## config.mk

```make
export PLATFORM = sky130hd
export DESIGN_NAME = muldiv_copro
export DESIGN_NICKNAME = d
export VERILOG_FILES = /design/src/rtl/mdc_pkg.sv /design/src/rtl/mdc_mul.sv /design/src/rtl/mdc_div.sv /design/src/rtl/mdc_seq.sv /design/src/rtl/muldiv_copro.sv
export SDC_FILE = /design/constraint.sdc
export NUM_CORES = 1
export LEC_CHECK = 0
export BUFFER_PORTS_ARGS = -buffer_cell sky130_fd_sc_hd__buf_2
export CAP_MARGIN = 20
export CORE_MARGIN = 4
export CORE_UTILIZATION = 35
export DETAILED_ROUTE_END_ITERATION = 10
export GPL_ROUTABILITY_DRIVEN = 0
export PLACE_DENSITY = 0.61
export SLEW_MARGIN = 20
export SYNTH_ARGS = -nofsm -noshare
export SYNTH_HDL_FRONTEND = slang
export SYNTH_HIERARCHICAL = 1
export SYNTH_SLANG_ARGS = --single-unit
```

## constraint.sdc

```tcl
create_clock -name clk -period 51.4 [get_ports clk]
set_input_delay 7.71 -clock clk [delete_from_list [all_inputs] [get_ports clk]]
set_output_delay 7.71 -clock clk [all_outputs]
set_load 0.005 [all_outputs]
```

## src/rtl/mdc_pkg.sv

```systemverilog
package mdc_pkg;
  localparam int BYTE_W   = 8;
  localparam int NUM_OPR  = 5;
  localparam int CTRL_IDX = 5;
  localparam int IDX_W    = 3;
  localparam int MCAND_W  = 16;
  localparam int MPLR_W   = 8;
  localparam int PROD_W   = MCAND_W + MPLR_W;
  localparam int DVD_W    = 24;
  localparam int DVS_W    = 16;
  localparam int QUO_W    = 16;
  localparam int B_MUL    = 0;
  localparam int B_DIV    = 1;
  localparam int B_OVF    = 2;
endpackage

```

## src/rtl/mdc_mul.sv

```systemverilog
module mdc_mul #(
  parameter int A_W = 16,
  parameter int B_W = 8
) (
  input  logic [A_W-1:0]     mcand,
  input  logic [B_W-1:0]     mplr,
  output logic [A_W+B_W-1:0] prod
);
  localparam int P_W = A_W + B_W;

  // shift-and-add partial products, one row per multiplier bit
  logic [P_W-1:0] row [B_W];
  logic [P_W-1:0] acc [B_W+1];

  assign acc[0] = '0;
  for (genvar g = 0; g < B_W; g++) begin : g_row
    assign row[g]   = mplr[g] ? (P_W'(mcand) << g) : '0;
    assign acc[g+1] = acc[g] + row[g];
  end
  assign prod = acc[B_W];
endmodule

```

## src/rtl/mdc_div.sv

```systemverilog
module mdc_div #(
  parameter int DD_W = 24,
  parameter int DS_W = 16,
  parameter int Q_W  = 16
) (
  input  logic [DD_W-1:0] dvd,
  input  logic [DS_W-1:0] dvs,
  output logic            err,
  output logic [Q_W-1:0]  quo
);
  localparam int HI_W = DD_W - Q_W;

  logic [DS_W:0] rem;
  logic [DS_W:0] trial;

  // quotient needs more than Q_W bits exactly when top HI_W bits >= divisor;
  // a zero divisor always satisfies this
  assign err = (DS_W'(dvd[DD_W-1:Q_W]) >= dvs);

  always_comb begin
    rem   = (DS_W+1)'(dvd[DD_W-1:Q_W]);
    trial = '0;
    quo   = '0;
    for (int i = Q_W - 1; i >= 0; i--) begin
      trial = {rem[DS_W-1:0], dvd[i]};
      if (trial >= {1'b0, dvs}) begin
        rem    = trial - {1'b0, dvs};
        quo[i] = 1'b1;
      end else begin
        rem = trial;
      end
    end
  end

  initial begin
    assert (HI_W <= DS_W) else $error("dividend upper part wider than divisor");
  end
endmodule

```

## src/rtl/mdc_seq.sv

```systemverilog
module mdc_seq #(
  parameter int CYC_CLKS = 4
) (
  input  logic clk,
  input  logic rst,
  input  logic go_mul,
  input  logic go_div,
  input  logic div_err,
  output logic busy,
  output logic done,
  output logic op_div
);
  localparam int LW = $clog2(2 * CYC_CLKS + 1);
  localparam logic [LW-1:0] SHORT_LAST = LW'(CYC_CLKS - 1);
  localparam logic [LW-1:0] LONG_LAST  = LW'(2 * CYC_CLKS - 1);

  logic [LW-1:0] cnt;
  logic [LW-1:0] last;

  always_ff @(posedge clk) begin
    if (rst) begin
      busy   <= 1'b0;
      cnt    <= '0;
      last   <= '0;
      op_div <= 1'b0;
    end else if (!busy) begin
      if (go_mul || go_div) begin
        busy   <= 1'b1;
        cnt    <= '0;
        op_div <= go_div;
        last   <= (go_div && !div_err) ? LONG_LAST : SHORT_LAST;
      end
    end else if (done) begin
      busy <= 1'b0;
    end else begin
      cnt <= cnt + 1'b1;
    end
  end

  assign done = busy && (cnt == last);


  div_prio_chk: assert property (@(posedge clk) disable iff (rst)
    (!busy && go_mul && go_div) |=> (busy && op_div));


  run_hold_chk: assert property (@(posedge clk) disable iff (rst)
    (busy && !done) |=> busy);


  end_drop_chk: assert property (@(posedge clk) disable iff (rst)
    done |=> !busy);
endmodule

```

## src/rtl/muldiv_copro.sv

```systemverilog
module muldiv_copro
  import mdc_pkg::*;
#(
  parameter int            AW        = 8,
  parameter logic [AW-1:0] BASE_ADDR = 'h98,
  parameter int            CYC_CLKS  = 4
) (
  input  logic          clk,
  input  logic          rst,
  input  logic          wr_en,
  input  logic [AW-1:0] addr,
  input  logic [7:0]    wdata,
  output logic [7:0]    rdata
);
  logic [AW-1:0]    off;
  logic [IDX_W-1:0] idx;
  logic             in_rf, in_ctl;
  logic             busy, done, op_div;
  logic             go_mul, go_div, ctl_wr;
  logic             mul_b, div_b, ovf;
  logic             dv_err;
  logic [BYTE_W-1:0] rf [NUM_OPR];
  logic [NUM_OPR*BYTE_W-1:0] rf_flat;
  logic [PROD_W-1:0] prod;
  logic [QUO_W-1:0]  quo;

  assign off    = addr - BASE_ADDR;
  assign idx    = off[IDX_W-1:0];
  assign in_rf  = off < AW'(NUM_OPR);
  assign in_ctl = off == AW'(CTRL_IDX);
  assign ctl_wr = wr_en && in_ctl && !busy;
  assign go_div = ctl_wr && wdata[B_DIV];
  assign go_mul = ctl_wr && wdata[B_MUL];

  for (genvar g = 0; g < NUM_OPR; g++) begin : g_flat
    assign rf_flat[g*BYTE_W +: BYTE_W] = rf[g];
  end

  mdc_mul #(.A_W(MCAND_W), .B_W(MPLR_W)) u_mul (
    .mcand ({rf[4], rf[3]}),
    .mplr  (rf[1]),
    .prod  (prod)
  );

  mdc_div #(.DD_W(DVD_W), .DS_W(DVS_W), .Q_W(QUO_W)) u_div (
    .dvd ({rf[2], rf[1], rf[0]}),
    .dvs ({rf[4], rf[3]}),
    .err (dv_err),
    .quo (quo)
  );

  mdc_seq #(.CYC_CLKS(CYC_CLKS)) u_seq (
    .clk     (clk),
    .rst     (rst),
    .go_mul  (go_mul),
    .go_div  (go_div),
    .div_err (dv_err),
    .busy    (busy),
    .done    (done),
    .op_div  (op_div)
  );

  // operand/result bytes: no reset, contents undefined after reset
  always_ff @(posedge clk) begin
    if (!rst) begin
      if (done && !op_div) begin
        rf[1] <= prod[7:0];
        rf[2] <= prod[15:8];
        rf[3] <= prod[23:16];
      end else if (done && op_div && !dv_err) begin
        rf[0] <= quo[7:0];
        rf[1] <= quo[15:8];
      end else if (wr_en && !busy && in_rf) begin
        rf[idx] <= wdata;
      end
    end
  end

  always_ff @(posedge clk) begin
    if (rst) begin
      mul_b <= 1'b0;
      div_b <= 1'b0;
      ovf   <= 1'b0;
    end else if (done) begin
      mul_b <= 1'b0;
      div_b <= 1'b0;
      ovf   <= op_div ? dv_err : 1'b0;
    end else if (ctl_wr) begin
      mul_b <= wdata[B_MUL];
      div_b <= wdata[B_DIV];
    end
  end

  always_ff @(posedge clk) begin
    if (rst)
      rdata <= '0;
    else if (busy)
      rdata <= '0;
    else if (in_rf)
      rdata <= rf[idx];
    else if (in_ctl)
      rdata <= {5'b0, ovf, div_b, mul_b};
    else
      rdata <= '0;
  end


  mul_clr_chk: assert property (@(posedge clk) disable iff (rst)
    (done && !op_div) |=> !ovf);


  start_clr_chk: assert property (@(posedge clk) disable iff (rst)
    $fell(busy) |-> (!mul_b && !div_b));


  err_keep_chk: assert property (@(posedge clk) disable iff (rst)
    (done && op_div && dv_err) |=> ($stable(rf_flat) && ovf));


  busy_wr_chk: assert property (@(posedge clk) disable iff (rst)
    (busy && !done && wr_en) |=> ($stable(rf_flat) && $stable({mul_b, div_b, ovf})));


  busy_rd_chk: assert property (@(posedge clk) disable iff (rst)
    $past(busy) |-> (rdata == 8'h00));
endmodule

```

# Yosys cells after proc, flatten, opt, wreduce, memory -nomap -nowiden
# Memory sizes are Yosys's and may differ from the RTL's.
# Index checks and enable logic that the tools add are counted.
word_totals:
  mem_count: 1
  word_cells: 146
  latchBits: 0
  ramBits: 40
  rom_bits: 0
  reg_bits: 21
mem_list:
  columns: ["name", "words", "width", "rd", "rd_ports_with_merged_regs", "write_ports", "line", "source"]
  rows:
  - ["rf", 5, 8, 6, 0, 3, "muldiv_copro.sv:22", "logic [BYTE_W-1:0] rf [NUM_OPR];"]
op_classes:
  shift: 0
  n_bitwise: 2
  n_addsub: 24
  multipliers: 0
  n_div: 0
  reduce_logical: 22
  n_lt_le_gt_ge: 18
  mux: 68
  eq_ne: 3
op_table:
  columns: ["operator", "n"]
  rows:
  - ["$mux 16", 16]
  - ["$ge 17x16->1", 15]
  - ["$sub 16x16->16", 14]
  - ["$add 24x24->24", 5]
  - ["$mux 1", 34]
  - ["$mux 8", 4]
  - ["$add 24x22->24", 1]
  - ["$add 24x23->24", 1]
  - ["$mux 23", 1]
  - ["$mux 22", 1]
  - ["$mux 21", 1]
  - ["$mux 20", 1]
  - ["$mux 19", 1]
  - ["$mux 18", 1]
  - ["$mux 17", 1]
  - ["$ge 8x16->1", 1]
  - ["$ge 9x16->1", 1]
  - ["$reduce_or 8->1", 2]
  - ["$sub 9x16->16", 1]
  - ["$mux 3", 4]
  - ["$mux 4", 3]
  - ["$logic_and 1x1->1", 11]
  - ["$eq 8x3->1 const B", 1]
  - ["$lt 8x3->1 const B", 1]
  - ["other kinds (11)", 15]

# Logic depth before layout (Yosys ltp)
# Gate-level depths: netlist of run 1.
# An unclocked memory read counts as a cell.
logic_depth:
  ltp_word: 34
  depth_mapped: 272
  ltp_nobuf: 255

# Modules after synthesis
# The synthesis of run 1 kept the hierarchy.
modules_own_cells:
  columns: ["module", "area_per_inst_um2", "cells_each", "seq_area_each_um2", "instances"]
  rows:
  - ["mdc_div", 13634.3, 1823, 0.0, 1]
  - ["mdc_mul", 4371.7, 550, 0.0, 1]
  - ["muldiv_copro", 3394.5, 216, 2142.1, 1]
  - ["mdc_seq", 416.6, 47, 160.2, 1]

# Worst setup path after synthesis of run 1
# No wires, ideal clock.
synth_timing:
  path_type: "reg-to-reg"
  startpoint: "memory rf[3][1]"
  endpoint: "memory rf[0][0], data pin"
  t_arrival_ps: 47486
  period_less_slack_ps: 47746
  path_slack_ps: 3654
  setup_time_ps: 260
  n_path_buf: 17
  stages_incl_launch_ff: 264
  cell_sequence: "edfxtp_1 -> inv_1 -> fa_1 -> a211oi_1 -> o21ai_1 -> o21a_2 -> o21ai_4 -> inv_2 -> mux2i_1 -> inv_1 -> ha_1 -> a211o_1 -> o31a_1 -> o21ai_1 -> o211ai_2 -> clkbuf_1 -> buf_1 -> o21ai_0 -> [228 not listed] -> ha_1 -> nor2b_1 -> o21a_1 -> o21a_1 -> o21ai_0 -> nand2b_1 -> a21oi_1 -> nor2b_1 -> o21ai_0 -> nand2b_1 -> a21oi_1 -> o21ai_0 -> a21o_1 -> a21o_1 -> a211o_1 -> nor4b_1 -> nor2_1 -> mux2_2"
synth_rtl:
  columns: ["element", "line"]
  rows:
  - ["from (decl)", "muldiv_copro.sv:22"]

==> impl_metrics.py, run 1 <==
metrics = {
    "status": {
        "status": "finished clean",
    },
    "pwr": {
        "leakagePower_nw": 10.88,
        "finalPower_mw": 1.575,
        "peakVddDrop_mv": 0.1789,
        "power-per-cell-area_mw_per_mm2": 65.60,
    },
    "critical_path": {
        "reg2reg_slack_ns": 4.09,
        "setup.worst_path.start_class": "register",
        "critPathKind": "reg2reg",
        "cp_common_cell": "o21ai_0",
        "reg2reg_depth": 246,
        "crit_path_max_incr_delay_ns": 0.46,
        "crit_path_top_delay_cell": "o32a_4",
        "cp.arrival_ns": 47.42,
        "reg2reg_from": "rf[1][7]",
        "end_kind": "register",
        "required_ns": 51.51,
        "r2r_end": "rf[0][0]",
        "crit_fanout": 24,
    },
    "placement": {
        "port_buffers": 26,
        "pre_cts_ws_ns": -0.3356,
        "placed_area_mm2": 0.02308,
        "dp_hpwl_mm": 49.99,
    },
    "synthesis": {
        "synth_area_mm2": 0.02182,
        "synth_top_area_cell": "ha_1",
        "synth-edff-count": 64,
        "synth_cell_type_count": 111,
        "synthCells": 2636,
        "synth-seq-area-share": 0.1055,
        "ys_ff_latch": 83,
        "ys_top_cells_by_area": "ha_1, edfxtp_1, fa_1",
        "synthMostInstantiatedCell": "ha_1",
        "synth-compound-area-share": 0.2032,
        "synth_common_cells": "ha_1, inv_1, a21oi_1, nand2_1, nor2_1",
        "synth-adder-area-share": 0.2560,
        "async_reset_ff_frac": 0,
        "synth_xor_area_frac": 0.07306,
        "synth_ff_type": "edfxtp_1",
        "synthSimpleGateAreaFrac": 0.1838,
        "synth_top_family_by_area": "adder cells",
        "synth_mux_area_frac": 0.1218,
        "postSynthAreaPerCell_um2": 8.277,
        "yosysWarnings": 6,
        "synth_top_area_frac": 0.1743,
    },
    "cts": {
        "cts_htree_levels": 3,
        "clkTransAtPathRegs_ns": 0.07,
        "cts.sinks": 83,
        "clk_latency_ns": 0.36,
        "cts_tree": "yes",
        "cts_made_buffers": 9,
        "hold_buffers": 0,
        "cts_buffer_depth": 2,
        "cts-root-buf": "clkbuf_16",
    },
    "hold_path": {
        "hold_class": "reg2reg",
        "hold_end": "rdata[1]",
        "hp-start": "div_b",
        "hold_depth": 1,
    },
    "floorplanning": {
        "io_pins": 27,
        "die_h_um": 257.7,
        "fp.dieW_um": 257.7,
        "initial_core_util": 0.3535,
        "die_area_mm2": 0.06639,
        "num_rows": 91,
        "core_area_mm2": 0.06171,
    },
    "route": {
        "routed_wl_mm": 64.82,
        "drt_iter0_markers": 1655,
        "detail-route-antenna-nets": 0,
        "viasPerCell": 5.544,
        "firstDrtPassIters": 6,
        "vias": 19740,
        "remaining_drc_errors": 0,
        "avgRoutedWirePerCell_um": 18.21,
    },
    "timing": {
        "max_freq_mhz": 21.14,
        "holdWs_ns": 0.4694,
        "skew_ns": 0.007045,
        "worst_pin_slew_ns": 0.9563,
        "relSlewSlack": 0.3606,
        "finalHoldViolCount": 0,
        "setup_viol": 0,
        "post-route-period-util": 0.9204,
        "setup_tns_ns": 0,
        "maxSlewViolCount": 0,
        "setup_slack_ns": 4.092,
        "period_needed_ns": 47.31,
    },
    "finish": {
        "drive_above_1_share": 0.1425,
        "syn2layout_area_growth_pct": 10.02,
        "finalInstanceArea_mm2": 0.02400,
        "nets": 3129,
    },
    "global_routing": {
        "grt_pass1_wl_mm": 101.7,
        "antenna_found_initial": 0,
        "grt_use_total": 0.1871,
        "grt_max_degree": 26,
        "overflow": 0,
        "grt_pass1_vias": 18830,
    },
    "run": {
        "drv_cap": 0,
    },
}
-- where the power goes --
part	internal (mW)	switching [mW]
combinational	0.711	0.716
sequential	0.0822	0.000519
clock	0.0346	0.0306
-- logic make-up after synthesis --
| group | count (synthesis) |
|---|---|
| fa+ha+maj | 393 |
| compound gates | 663 |
| flops | 83 |
| other cells | 1 |
| buf+inv | 319 |
| simple gates | 773 |
| mux | 222 |
| xor+xnor | 182 |
-- what timing repair did --
action,4_1_cts,5_1_grt
pin swaps,1,15
hold endpoints to repair,0,0
cloned,0,1
setup buffers,2,39
setup endpoints to repair,1,2
gates resized for setup,4,69
-- critical path, delay by kind of cell, from the launching register on --
| kind | cells | cell delay, ns |
|---|---|---|
| and+or+nand+nor | 50 | 6.99 |
| AOI/OAI and AO/OA | 145 | 27.88 |
| adders and majority gates | 17 | 5.07 |
| muxes | 10 | 3.26 |
| DFF | 1 | 0.42 |
| buffers and inverters | 24 | 3.38 |
-- worst max path at each step --
stage,depth (start not counted),slack (ns),endpoint,from
after floorplan,263,3.65,rf[0][0],rf[3][1]
after global placement,246,0.93,rf[0][0],rf[1][7]
after detailed placement,246,-0.34,rf[0][0],rf[1][7]
after CTS,243,0.07,rf[0][0],rf[1][7]
after global routing,249,-0.20,rf[0][0],rf[1][7]
final,246,4.09,rf[0][0],rf[1][7]
-- placed cells by master, fill, tap and decap left out, types with 10 or more instances in the layout --
cell type	n
mux2_4	12
mux2i_1	44
nand3_1	37
nor4_1	14
inv_1	264
o211ai_1	18
nor3_1	39
o21ai_2	10
o21ai_0	127
and2_1	97
o31ai_1	13
nand2_1	184
a21o_1	76
xor2_1	69
conb_1	24
edfxtp_1	64
o21ai_1	12
buf_4	64
mux4_2	14
dfxtp_1	19
a211oi_1	22
nand2b_1	45
a31oi_1	11
and3_1	17
a21boi_0	30
buf_2	26
o21a_1	36
o21bai_1	16
nand4_1	53
nor2_1	167
a21oi_1	180
ha_1	304
mux2_2	145
or2_2	14
xnor2_1	113
fa_1	89
nor2b_1	48
-- cell type report --
cell class | instances | area (um^2)
Antenna cell | 1 | 2.502
Fill cell | 6382 | 37710
Inverter | 273 | 1037
Clock inverter | 7 | 80.08
Multi-Input combinational cell | 2258 | 18670
Timing Repair Buffer | 92 | 641.9
Clock buffer | 9 | 225.2
Tap cell | 837 | 1047
Sequential cell | 83 | 2302
-- registers in the layout, indices dropped and copies added (netlist names) --
signal,flops
div_b,1
mul_b,1
ovf,1
rdata,8
rf,64
u_seq/busy,1
u_seq/cnt,4
u_seq/last,2
u_seq/op_div,1
-- stage by stage --
stage,instances,utilization
global placement,3501,0.3740
floorplan,2659,-
global route,3559,0.3889
finish,3560,0.3890
CTS,3519,0.3795
detailed placement,3501,0.3740
-- metal layers --
metal,vias up,share of wire,GRT usage
met4,0,0.026,0.04145
met3,106,0.062,0.02452
met2,606,0.44,0.3019
met1,9387,0.47,0.2676
li1,9636,-,-
met5,-,0,0
(Power assumes the default switching activity.)
==> run 2: changes to the inputs <==
--- a/config.mk
+++ b/config.mk
@@ -5,6 +5,7 @@
 export SDC_FILE = /design/constraint.sdc
 export NUM_CORES = 1
 export LEC_CHECK = 0
+export ABC_AREA = 1
 export BUFFER_PORTS_ARGS = -buffer_cell sky130_fd_sc_hd__buf_2
 export CAP_MARGIN = 20
 export CORE_MARGIN = 4
==> impl_metrics.py, run 2 <==
metrics = {
    "route": {
        "wl_met1_mm": 32.08,
        "drt_iter0_markers": 1759,
        "routed_wl_mm": 69.99,
        "routed.top_layer": "met5",
        "detail-route-antenna-nets": 0,
        "viasPerCell": 5.083,
        "dr_wl_met3_mm": 4.873,
        "firstDrtPassIters": 5,
        "remaining_drc_errors": 0,
        "vias": 22410,
        "avgRoutedWirePerCell_um": 15.87,
        "wl_met2_mm": 31.28,
    },
    "synthesis": {
        "synth_top_area_cell": "ha_1",
        "synth_cell_type_count": 65,
        "synth_area_mm2": 0.02307,
        "synth_top_area_frac": 0.1649,
        "synthMostInstantiatedCell": "nand2_1",
        "async_reset_ff_frac": 0,
        "yosysWarnings": 6,
        "ys_ff_latch": 83,
        "synth-edff-count": 64,
        "ys_top_cells_by_area": "ha_1, nand2_1, inv_1",
        "synth_common_cells": "nand2_1, inv_1, ha_1",
        "synthCells": 3547,
        "postSynthAreaPerCell_um2": 6.505,
        "synth_ff_type": "edfxtp_1",
        "synth-seq-area-share": 0.09978,
    },
    "critical_path": {
        "reg2reg_depth": 246,
        "cp_common_cell": "a21oi_1",
        "crit_path_top_delay_cell": "o21ai_0",
        "crit_path_max_incr_delay_ns": 0.57,
        "critPathKind": "reg2reg",
        "end_kind": "register",
        "required_ns": 51.49,
        "cp.arrival_ns": 41.66,
        "crit_fanout": 31,
        "setup.worst_path.start_class": "register",
    },
    "placement": {
        "dp.cells": 4392,
        "port_buffers": 26,
        "dp_hpwl_mm": 55.18,
    },
    "cts": {
        "hold_buffers": 0,
        "cts_made_buffers": 9,
        "clk_latency_ns": 0.35,
        "cts-root-buf": "clkbuf_16",
        "cts_tree": "yes",
        "cts_resized": 0,
        "cts.sinks": 83,
        "clkTransAtPathRegs_ns": 0.07,
        "post_cts_buffers": 0,
        "cts_buffer_depth": 2,
        "cts_htree_levels": 3,
    },
    "timing": {
        "skew_ns": 0.009854,
        "max_freq_mhz": 24.05,
        "worst_pin_slew_ns": 1.058,
        "post-route-period-util": 0.8088,
        "maxSlewViolCount": 0,
        "setup_tns_ns": 0,
        "period_needed_ns": 41.57,
        "setup_viol": 0,
        "finalHoldViolCount": 0,
        "relSlewSlack": 0.2889,
        "rsz0062_at_grt": "no",
    },
    "floorplanning": {
        "num_rows": 93,
        "core_area_mm2": 0.06481,
        "fp.dieW_um": 264.8,
        "die_area_mm2": 0.07010,
        "initial_core_util": 0.3560,
        "die_h_um": 264.8,
        "io_pins": 27,
    },
    "finish": {
        "largest_reg_flops": 64,
        "top_register": "rf",
        "biggestRegsByFlops": "rf (64), rdata (8), u_seq/cnt (4)",
        "most-common-layout-cells": "nand2_1, inv_1, ha_1",
        "layout_commonest_cell": "nand2_1",
        "drive_above_1_share": 0.07430,
        "fin_util": 0.3753,
        "nets": 3960,
        "final_cells": 4409,
        "syn2layout_area_growth_pct": 5.417,
        "fill_cells": 6957,
    },
    "hold_path": {
        "hold_depth": 2,
        "hold_class": "reg2reg",
    },
    "global_routing": {
        "grt_max_degree": 32,
        "grt_pass1_wl_mm": 111.4,
        "antenna_found_initial": 1,
        "grt_use_total": 0.1932,
        "grt_pass1_vias": 21200,
        "overflow": 0,
    },
    "run": {
        "drv_cap": 0,
    },
    "status": {
        "status": "finished clean",
    },
}
run 2: final cells by class:
cell class | count | area [um^2] | area share
multi-input cells | 2825 | 18160 | 0.7465
flip-flops and latches | 83 | 2302 | 0.09465
inverters | 581 | 2191 | 0.09007
well taps | 855 | 1070 | 0.04398
repair buffers | 48 | 295.3 | 0.01214
clock buffers | 9 | 225.2 | 0.009259
clock inverters | 7 | 80.08 | 0.003292
diodes | 1 | 2.502 | 0.0001029
run 2: kinds of logic (layout without fill, tap and decap cells):
group,count (synthesis),count (layout),synth area share
other,1,25,0.0001625
muxes,1,1,0.0004338
adders and majority gates,393,393,0.2421
xor gates and xnor gates,180,180,0.06833
buffers and inverters,662,645,0.1170
AOI/OAI and AO/OA,625,625,0.1591
DFF,83,83,0.09978
and+or+nand+nor,1602,1602,0.3131
run 2: final timing paths:
kind	from	to	slack (ns)
setup / recovery	rf[3][1]	rf[0][0]	9.83
hold / removal	u_seq/last[1]	u_seq/last[1]	0.47
setup reg to reg	rf[3][1]	rf[0][0]	9.83
hold reg to reg	u_seq/last[1]	u_seq/last[1]	0.47
run 2: through the flow:
step           hold slack (ns)  area (um^2)  setup slack, ns
2_1_floorplan           0.4379        23160            15.17
3_3_place_gp            0.4524        24020            11.37
3_5_place_dp            0.4572        24020            10.31
4_1_cts                 0.4667        24320            10.14
5_1_grt                 0.4849        24320            5.011
6_report                0.4656        24320            9.827
run 2: metal layers:
metal / vias to the layer above / GRT usage
met2: 649 / 0.3219
met3: 107 / 0.03007
met4: 2 / 0.04312
li1: 11530 / -
met5: - / 0.01014
met1: 10130 / 0.2638
run 2: critical path, delay by kind of cell (launching register included):
| family | cells | cell delay [ns] |
|---|---|---|
| AND/OR/NAND/NOR | 82 | 11.58 |
| adder cells (fa/ha/maj) | 16 | 5.65 |
| AO/OA/AOI/OAI | 124 | 20.45 |
| flip-flops | 1 | 0.33 |
| buffers and inverters | 24 | 3.22 |
Power of run 2 is left out: the tool's default activity adds up to more than one toggle a clock period on the data nets, which glitch-free logic cannot reach.
